--- config.mk ---
export PLATFORM = sky130hd
export DESIGN_NAME = dpll_phase_acc
export DESIGN_NICKNAME = d
export VERILOG_FILES = /design/src/rtl/dpll_pkg.sv /design/src/rtl/dpll_ref_edge.sv /design/src/rtl/dpll_err_hold.sv /design/src/rtl/dpll_loop_filter.sv /design/src/rtl/dpll_nco.sv /design/src/rtl/dpll_phase_acc.sv
export SDC_FILE = /design/constraint.sdc
export NUM_CORES = 1
export LEC_CHECK = 0
export BUFFER_PORTS_ARGS = -buffer_cell sky130_fd_sc_hd__buf_4
export CORE_ASPECT_RATIO = 0.7
export CORE_UTILIZATION = 45
export DETAILED_ROUTE_END_ITERATION = 10
export MAX_ROUTING_LAYER = met4
export PLACE_DENSITY_LB_ADDON = 0.1
export SLEW_MARGIN = 20
export SYNTH_ARGS = -nofsm -noshare
export SYNTH_HDL_FRONTEND = slang
export SYNTH_SLANG_ARGS = --single-unit
--- constraint.sdc ---
create_clock -name clk -period 8.19 [get_ports clk]
set_input_delay 1.2285 -clock clk [delete_from_list [all_inputs] [get_ports clk]]
set_output_delay 1.2285 -clock clk [all_outputs]
set_load 0.02 [all_outputs]
--- src/rtl/dpll_pkg.sv ---
// Package: default sizing for the accumulator phase-locked loop.
// Assumes an accumulator of at least 8 bits and a power-of-two nominal step.
package dpll_pkg;
    localparam int DPLL_ACC_W     = 16;
    localparam int DPLL_NOM_INC   = 4096;
    localparam int DPLL_P_SHIFT   = 8;
    localparam int DPLL_STALE     = 15;
    localparam int DPLL_I_SHIFT   = 4;
    localparam int DPLL_SYNC      = 2;
endpackage

--- src/rtl/dpll_ref_edge.sv ---
// Reference front end: a synchronizer chain followed by a rising-edge detector.
// Produces a one-tick capture strobe. Assumes SYNC_STAGES >= 2.
module dpll_ref_edge #(
    parameter int SYNC_STAGES = 2
) (
    input  logic clk,
    input  logic rst_n,
    input  logic ref_i,
    output logic cap_o
);
    logic [SYNC_STAGES-1:0] chain_q;
    logic                   last_q;

    // Shift the reference through the chain and remember the previous synchronized level.
    always_ff @(posedge clk) begin
        if (!rst_n) begin
            chain_q <= '0;
            last_q  <= 1'b0;
        end else begin
            chain_q <= {chain_q[SYNC_STAGES-2:0], ref_i};
            last_q  <= chain_q[SYNC_STAGES-1];
        end
    end

    assign cap_o = chain_q[SYNC_STAGES-1] & ~last_q;
endmodule

--- src/rtl/dpll_err_hold.sv ---
// Phase-error register with expiry. It latches the accumulator on a capture strobe
// and clears the value once STALE_TICKS ticks pass with no further capture.
// When a capture and the expiry fall on the same tick, the capture wins.
module dpll_err_hold #(
    parameter int ACC_W       = 16,
    parameter int STALE_TICKS = 15
) (
    input  logic             clk,
    input  logic             rst_n,
    input  logic             cap_i,
    input  logic [ACC_W-1:0] acc_i,
    output logic [ACC_W-1:0] err_o
);
    localparam int CW = $clog2(STALE_TICKS + 1);
    localparam logic [CW-1:0] LAST = CW'(STALE_TICKS - 1);
    localparam logic [CW-1:0] IDLE = CW'(STALE_TICKS);

    logic [CW-1:0] age_q;

    // Latch on capture; otherwise age the value and drop it when it expires.
    always_ff @(posedge clk) begin
        if (!rst_n) begin
            err_o <= '0;
            age_q <= '0;
        end else if (cap_i) begin
            err_o <= acc_i;
            age_q <= '0;
        end else if (age_q != IDLE) begin
            age_q <= age_q + 1'b1;
            if (age_q == LAST) begin
                err_o <= '0;
            end
        end
    end
endmodule

--- src/rtl/dpll_loop_filter.sv ---
// Loop filter: forms the per-tick step from the nominal step, the proportional term
// (error >>> P_SHIFT) and an optional integral term (sum >>> I_SHIFT).
// The step is clamped to [0, 2^ACC_W-1]. Assumes INT_W >= ACC_W.
module dpll_loop_filter #(
    parameter int ACC_W   = 16,
    parameter int NOM_INC = 4096,
    parameter int P_SHIFT = 8,
    parameter int INT_EN  = 1,
    parameter int I_SHIFT = 4,
    parameter int INT_W   = 24
) (
    input  logic                    clk,
    input  logic                    rst_n,
    input  logic                    cap_i,
    input  logic [ACC_W-1:0]        acc_i,
    input  logic [ACC_W-1:0]        err_i,
    output logic [ACC_W-1:0]        inc_o,
    output logic signed [INT_W-1:0] integ_o
);
    localparam int SW = INT_W + 2;
    localparam logic signed [SW-1:0] NOM_S = SW'(NOM_INC);
    localparam logic signed [SW-1:0] MAX_S = {{(SW-ACC_W){1'b0}}, {ACC_W{1'b1}}};

    logic signed [SW-1:0] p_ext;
    logic signed [SW-1:0] i_ext;
    logic signed [SW-1:0] raw;

    generate
        if (INT_EN != 0) begin : g_int
            // Sum every captured phase error as a signed value.
            always_ff @(posedge clk) begin
                if (!rst_n) begin
                    integ_o <= '0;
                end else if (cap_i) begin
                    integ_o <= integ_o + INT_W'($signed(acc_i));
                end
            end
        end else begin : g_no_int
            assign integ_o = '0;
        end
    endgenerate

    // Subtract both correction terms from the nominal step and clamp the result.
    always_comb begin
        p_ext = SW'($signed(err_i) >>> P_SHIFT);
        i_ext = SW'(integ_o >>> I_SHIFT);
        raw   = NOM_S - p_ext - i_ext;
        if (raw < 0) begin
            inc_o = '0;
        end else if (raw > MAX_S) begin
            inc_o = '1;
        end else begin
            inc_o = raw[ACC_W-1:0];
        end
    end
endmodule

--- src/rtl/dpll_nco.sv ---
// Phase accumulator: adds the step on every tick. The carry out is registered,
// so the wrap strobe lines up with the tick that holds the wrapped value.
module dpll_nco #(
    parameter int ACC_W = 16
) (
    input  logic             clk,
    input  logic             rst_n,
    input  logic [ACC_W-1:0] inc_i,
    output logic [ACC_W-1:0] acc_o,
    output logic             wrap_o
);
    logic [ACC_W:0] sum;

    assign sum = {1'b0, acc_o} + {1'b0, inc_i};

    // Advance the phase and record the overflow.
    always_ff @(posedge clk) begin
        if (!rst_n) begin
            acc_o  <= '0;
            wrap_o <= 1'b0;
        end else begin
            acc_o  <= sum[ACC_W-1:0];
            wrap_o <= sum[ACC_W];
        end
    end
endmodule

--- src/rtl/dpll_phase_acc.sv ---
// Top of the accumulator phase-locked loop. Assumes ref_i is asynchronous to clk,
// that clk is much faster than the reference, and that reset is synchronous and active-low.
module dpll_phase_acc
    import dpll_pkg::*;
#(
    parameter int ACC_W       = DPLL_ACC_W,
    parameter int NOM_INC     = DPLL_NOM_INC,
    parameter int P_SHIFT     = DPLL_P_SHIFT,
    parameter int STALE_TICKS = DPLL_STALE,
    parameter int INT_EN      = 1,
    parameter int I_SHIFT     = DPLL_I_SHIFT,
    parameter int INT_W       = ACC_W + 8,
    parameter int SYNC_STAGES = DPLL_SYNC
) (
    input  logic             clk,
    input  logic             rst_n,
    input  logic             ref_i,
    output logic             rclk_o,
    output logic             wrap_o,
    output logic [ACC_W-1:0] err_o
);
    logic                    cap_stb;
    logic [ACC_W-1:0]        acc_q;
    logic [ACC_W-1:0]        err_q;
    logic [ACC_W-1:0]        inc_w;
    logic signed [INT_W-1:0] integ_q;

    dpll_ref_edge #(.SYNC_STAGES(SYNC_STAGES)) u_edge (
        .clk(clk), .rst_n(rst_n), .ref_i(ref_i), .cap_o(cap_stb)
    );

    dpll_err_hold #(.ACC_W(ACC_W), .STALE_TICKS(STALE_TICKS)) u_err (
        .clk(clk), .rst_n(rst_n), .cap_i(cap_stb), .acc_i(acc_q), .err_o(err_q)
    );

    dpll_loop_filter #(
        .ACC_W(ACC_W), .NOM_INC(NOM_INC), .P_SHIFT(P_SHIFT),
        .INT_EN(INT_EN), .I_SHIFT(I_SHIFT), .INT_W(INT_W)
    ) u_filt (
        .clk(clk), .rst_n(rst_n), .cap_i(cap_stb), .acc_i(acc_q), .err_i(err_q),
        .inc_o(inc_w), .integ_o(integ_q)
    );

    dpll_nco #(.ACC_W(ACC_W)) u_nco (
        .clk(clk), .rst_n(rst_n), .inc_i(inc_w), .acc_o(acc_q), .wrap_o(wrap_o)
    );

    assign rclk_o = acc_q[ACC_W-1];
    assign err_o  = err_q;
endmodule

==> impl_metrics.tcl, run 1 <==
set metrics [dict create \
    outcome "finished, final reports clean" \
    routed_wl_um 12600 \
    dieWidth_um 130 \
    grt_pass1_wl_um 20500 \
    synth_cell_types 60 \
    insertedDiodeCount 0 \
    antenna_left 0 \
    fin_crit_ns 5.40 \
    h-tree-depth 3 \
    rr_worst_depth 23 \
    holdPathStages 1 \
    grt_use_total_pct 23.6 \
    dieHeight_um 91.5 \
    holdBufCountCts 0 \
    finalSetupViolations 0 \
    synth-seq-area-share_pct 24.9 \
    area_delta_synth_final_pct 10.7 \
    clk_pin_slew_worst_paths_ns 0.05 \
    core_area_um2 11100 \
    fin_skew_ns 0.00558 \
    final_nets 715 \
    required_ns 8.45 \
    layout_common_cells "ha_1, dfxtp_1, nand2_1, inv_1, a21oi_1" \
    rows 32 \
    cts_buffer_depth 2 \
    port_buffers 20 \
    tightest_slew_ns 0.935 \
    ys_async_sr_fraction_pct 0 \
    tritoncts "yes" \
    cts_sinks 64 \
    grt_overflow 0 \
    cts_resized 0 \
    via_count 4389 \
    hold_viol 0 \
    cts_setup_buffers 0 \
    pwr_density_cell_nw_per_um2 366 \
    hold_class "flop to flop" \
    fmax_ghz 0.185 \
    crit_fanout 16 \
    slew_viol_final 0 \
    maxCapViolCount 0 \
    setup_tns_ns 0 \
    post_drt_wl_per_cell_um 16.1 \
    path_class "flop to flop" \
    antenna_found_initial 0 \
    initial_core_util_pct 46.5 \
    cp.arrival_ns 5.67 \
    hold_ws_ns 0.453 \
    synthCells 611 \
    fp.dieArea_um2 11900 \
    place_congestion 0.913 \
    endpoint_kind "flop" \
    yosysWarnings 0 \
    peakVddDrop_uv 164 \
    cts_root_buffer "clkbuf_16" \
    cts_inserted_buffers 9 \
    synth_area_um2 5150 \
    synth_flop_cell "dfxtp_1" \
    first_global_vias 3913 \
    clk_latency_ns 0.34 \
    period_share_pct 66.0 \
    dr.pass1.iters 4 \
    critPathLaunchType "flop" \
    grt_max_degree 45 \
    rsz0062_at_grt "no" \
    syn_avg_cell_area_um2 8.43 \
    synth_seq_cells 64 \
    final_common_cell "ha_1" \
    dp_hpwl_um 9630 \
    ios 21 \
    drcViolationCount 0 \
    synth_nets 697 \
    detail_route.iter0.violations 218 \
    relSlewSlack_pct 37.6 \
    drive_above_1_share_pct 9.16 \
    vias_per_cell 5.58 \
    leakage_uw 0.00251 \
    synth_edf_count 0 \
]
## per-layer routing
metal  track usage [%]  routed length, µm
met4              5.23                 76
met1              35.9               7050
met5                 -                  0
met2              30.7               4900
met3              5.19                599
## layout make-up
type | instances | area [µm²]
fillers | 1072 | 5380
flip-flops and latches | 64 | 1280
inverters | 46 | 173
repair buffers | 20 | 150
clock inverters | 3 | 18.8
clock buffers | 12 | 246
well taps | 153 | 191
multi-input cells | 488 | 3650
## power breakdown
group / internal, µW / total (µW) / switching (µW)
clock network: 211 / 357 / 146
registers: 366 / 443 / 76.4
logic: 601 / 1290 / 690
## metrics by stage
| step | std cells | power [µW] | setup slack (ns) | utilization, % | area (µm²) |
|---|---|---|---|---|---|
| floorplan | 611 | 1480 | 3.31 | - | 5150 |
| global placement | 771 | 1710 | 3.02 | 49.0 | 5440 |
| detailed placement | 771 | 1720 | 2.87 | 49.0 | 5440 |
| CTS | 786 | 2090 | 2.82 | 51.4 | 5700 |
| global route | 786 | 2270 | 2.39 | 51.5 | 5710 |
| finish | 786 | 2090 | 2.79 | 51.5 | 5710 |
## synth_stat cells, types with 8 or more instances
master	instances	area, µm²
nor2_1	31	116
inv_1	46	173
nand2_1	50	188
o21a_1	23	173
and2_1	24	150
nor3_1	16	80.1
a211oi_1	8	60.1
xor2_1	15	131
a22o_1	16	140
a21o_1	18	135
o21ai_0	31	155
a31oi_1	8	50.1
ha_1	80	1000
xnor2_1	21	184
nand3_1	14	70.1
dfxtp_1	64	1280
a21oi_1	33	165
clkbuf_1	10	37.5
## logic make-up (layout without fill, tap and decap cells)
| kind of cell | after synthesis | in the layout | share of synthesized area [%] |
|---|---|---|---|
| multiplexers | 4 | 4 | 0.801 |
| AND/OR/NAND/NOR | 177 | 177 | 17.3 |
| adder cells (fa/ha/maj) | 83 | 83 | 20.6 |
| buffers and inverters | 59 | 81 | 4.59 |
| XOR/XNOR | 36 | 36 | 6.12 |
| AO/OA/AOI/OAI | 188 | 188 | 25.8 |
| flip-flops | 64 | 64 | 24.9 |
## path summary, 6_finish.rpt
kind | endpoint | slack, ns | start
setup / recovery | u_nco.acc_o[14] | 2.79 | u_err.err_o[15]
hold / removal | u_edge.chain_q[1] | 0.45 | u_edge.chain_q[0]
setup reg to reg | u_nco.acc_o[14] | 2.79 | u_err.err_o[15]
hold reg to reg | u_edge.chain_q[1] | 0.45 | u_edge.chain_q[0]
## sequential cells by signal, summed over array words and instances, names as in the netlist
| name | count |
|---|---|
| u_nco.acc_o | 16 |
| u_edge.chain_q | 2 |
| u_filt.integ_o | 24 |
| u_nco.wrap_o | 1 |
| u_err.age_q | 4 |
| u_edge.last_q | 1 |
| u_err.err_o | 16 |
## worst max-delay path, cell delays in order (launching register included)
cell and delay, ns:
dfxtp_1 0.41, inv_1 0.24, ha_1 0.36, ha_1 0.38
a21o_1 0.20, nor3_1 0.15, o211ai_1 0.13, o2111ai_1 0.14
a31oi_1 0.15, a31oi_1 0.22, mux2_2 0.19, nand2_2 0.19
o21a_1 0.24, ha_1 0.20, fa_1 0.41, a21o_1 0.20
a21oi_1 0.18, nor2b_1 0.09, o21a_1 0.20, o221ai_1 0.24
a31oi_1 0.21, a31oi_1 0.31, o21ai_0 0.12, a21oi_1 0.15
No activity file was read; power rests on OpenSTA's default activity.
==> run 2, diff against run 1 <==
Settings changed: ABC_AREA set to 1.
Clock period 8.19 ns to 4.5 ns, I/O delays scaled along.
==> impl_metrics.tcl, run 2 <==
set metrics [dict create \
    outcome "finished, final reports clean" \
    grt_use_total_pct 26.2 \
    hold_class "flop to flop" \
    via_count 5883 \
    grt.busiest_layer "met1" \
    path_class "flop to flop" \
    power_frac_seq_pct 19.7 \
    finalSetupViolations 0 \
    slew_viol_final 0 \
    combPwrFrac_pct 58.7 \
    first_global_vias 5252 \
    cts_root_buffer "clkbuf_16" \
    antenna_left 0 \
    synth_nets 1001 \
    synth_top_area_share_pct 21.8 \
    power_frac_clock_pct 21.6 \
    synth_seq_cells 64 \
    place_ws_ns 0.153 \
    setup_slack_ns 0.228 \
    hold_ws_ns 0.416 \
    initial_core_util_pct 46.7 \
    maxCapViolCount 0 \
    fin_crit_ns 4.27 \
    endpoint_kind "flop" \
    required_ns 4.78 \
    largest_reg_flops 24 \
    synth_cell_types 39 \
    leakage_uw 0.00335 \
    core_area_um2 12600 \
    port_buffers 20 \
    tritoncts "yes" \
    grt_overflow 0 \
    largest-register "u_filt.integ_o" \
    synth_area_leaders "dfxtp_1, ha_1, nand2_1" \
    clk_pin_slew_worst_paths_ns 0.07 \
    detail_route.iter0.violations 508 \
    p_int_uw 2090 \
    ys_top_cells_by_count "nand2_1, inv_1, a21oi_1" \
    hold_viol 0 \
    post_drt_wl_per_cell_um 15.0 \
    dp_cells 1090 \
    cp.arrival_ns 4.55 \
    synthCells 915 \
    yosysWarnings 0 \
    fill_cells 1277 \
    ios 21 \
    dieHeight_um 97.6 \
    cts_buffer_depth 2 \
    vias_per_cell 5.28 \
    dp_hpwl_um 13300 \
    antenna_found_initial 0 \
    grt_pass1_wl_um 27000 \
    clk_latency_ns 0.35 \
    synth_edf_count 0 \
    met1_usage_pct 39.2 \
    dieWidth_um 139 \
    synth_area_um2 5880 \
    ys_async_sr_fraction_pct 0 \
    cts_sinks 64 \
    critical_path.slowest_cell "fa_1" \
    insertedDiodeCount 0 \
    rows 34 \
    slowest_delay_ns 0.42 \
    fmax_ghz 0.234 \
    crit_fanout 13 \
    yosysTopAreaCell "dfxtp_1" \
    top_regs "u_filt.integ_o (24), u_err.err_o (16), u_nco.acc_o (16)" \
    drcViolationCount 0 \
    fin_skew_ns 0.0123 \
    period_share_pct 94.9 \
    place_congestion 0.954 \
    post-route-util_pct 53.2 \
    drive_above_1_share_pct 8.18 \
    pwr_density_cell_nw_per_um2 595 \
    yosysMostFrequentCell "nand2_1" \
    routed_wl_um 16800 \
    grt_max_degree 22 \
    layout_common_cells "nand2_1, inv_1, a21oi_1, nor2_1, ha_1" \
    relSlewSlack_pct 54.6 \
    synth-seq-area-share_pct 21.8 \
    final_nets 1034 \
    critPathMostFrequentCell "nand2_1" \
    final_common_cell "nand2_1" \
    met2_usage_pct 35.5 \
    use_met3_pct 4.48 \
    fp.dieArea_um2 13500 \
    fin_cells 1115 \
    holdBufCountCts 0 \
    synth_flop_cell "dfxtp_1" \
    cts_inserted_buffers 9 \
    area_delta_synth_final_pct 14.0 \
    p_switching_uw 1900 \
    critPathLaunchType "flop" \
    peakVddDrop_uv 228 \
    syn_avg_cell_area_um2 6.43 \
    switching_share_pct 47.7 \
    dr.pass1.iters 6 \
    tightest_slew_ns 0.680 \
    h-tree-depth 3 \
]
## run 2: cell count changes after synthesis, sizes merged, moves of 25 or more
cell	before	now
o21ai	35	60
inv	46	157
a21oi	38	89
nor2	31	82
nand3	15	64
nand2	51	227
## run 2: path summary, 6_finish.rpt
path                      from  slack, ns  cells after the start                 to
max            u_err.err_o[15]       0.23                     28    u_nco.acc_o[14]
max reg2reg    u_err.err_o[15]       0.23                     28    u_nco.acc_o[14]
min          u_edge.chain_q[0]       0.42                      2  u_edge.chain_q[1]
min reg2reg  u_edge.chain_q[0]       0.42                      2  u_edge.chain_q[1]
## run 2: repair_timing
item                       in CTS  in global routing
resized for setup               0                 10
setup endpoints to repair       0                  9
setup buffers                   0                  8
## run 2: layout make-up
type                    count  area [µm²]  area share [%]
multi-input cells         683        4000            59.7
flip-flops and latches     64        1280            19.1
inverters                 157         589            8.79
repair buffers             33         273            4.07
clock buffers               9         225            3.36
well taps                 162         203            3.02
clock inverters             7         128            1.90
## run 2: critical path: cells and delay by family (launching register included)
kind	cells	cell delay (ns)
AND/OR/NAND/NOR	18	1.76
adder cells (fa/ha/maj)	4	1.29
buffers and inverters	5	0.57
flip-flops	1	0.40
AO/OA/AOI/OAI	1	0.15
## run 2: kinds of logic after synthesis
| logic type | share of synthesized area (%) |
|---|---|
| AOI/OAI and AO/OA | 17.1 |
| adders and majority gates | 18.0 |
| DFF | 21.8 |
| xor gates and xnor gates | 3.00 |
| and+or+nand+nor | 28.8 |
| buffers and inverters | 11.2 |
## run 2: stage by stage
stage | area (µm²) | TNS, ns | total power [µW]
2_1_floorplan | 5880 | 0 | 2440
3_3_place_gp | 6200 | 0 | 2950
3_5_place_dp | 6200 | 0 | 2920
4_1_cts | 6550 | 0 | 3800
5_1_grt | 6700 | -0.0760 | 4330
6_report | 6700 | 0 | 3990
## run 2: metal layers
metal	wire length, µm	vias to the layer above
met4	229	0
met2	6340	139
met1	9250	2652
met5	0	-
li1	-	3077
met3	936	15
## run 2: power by group through the flow
stage          clock, µW  combinational, µW  sequential, µW
2_1_floorplan          0               1680             752
6_report             860               2340             785
5_1_grt              896               2640             795
3_3_place_gp           0               2150             798
4_1_cts              871               2150             784
3_5_place_dp           0               2130             797
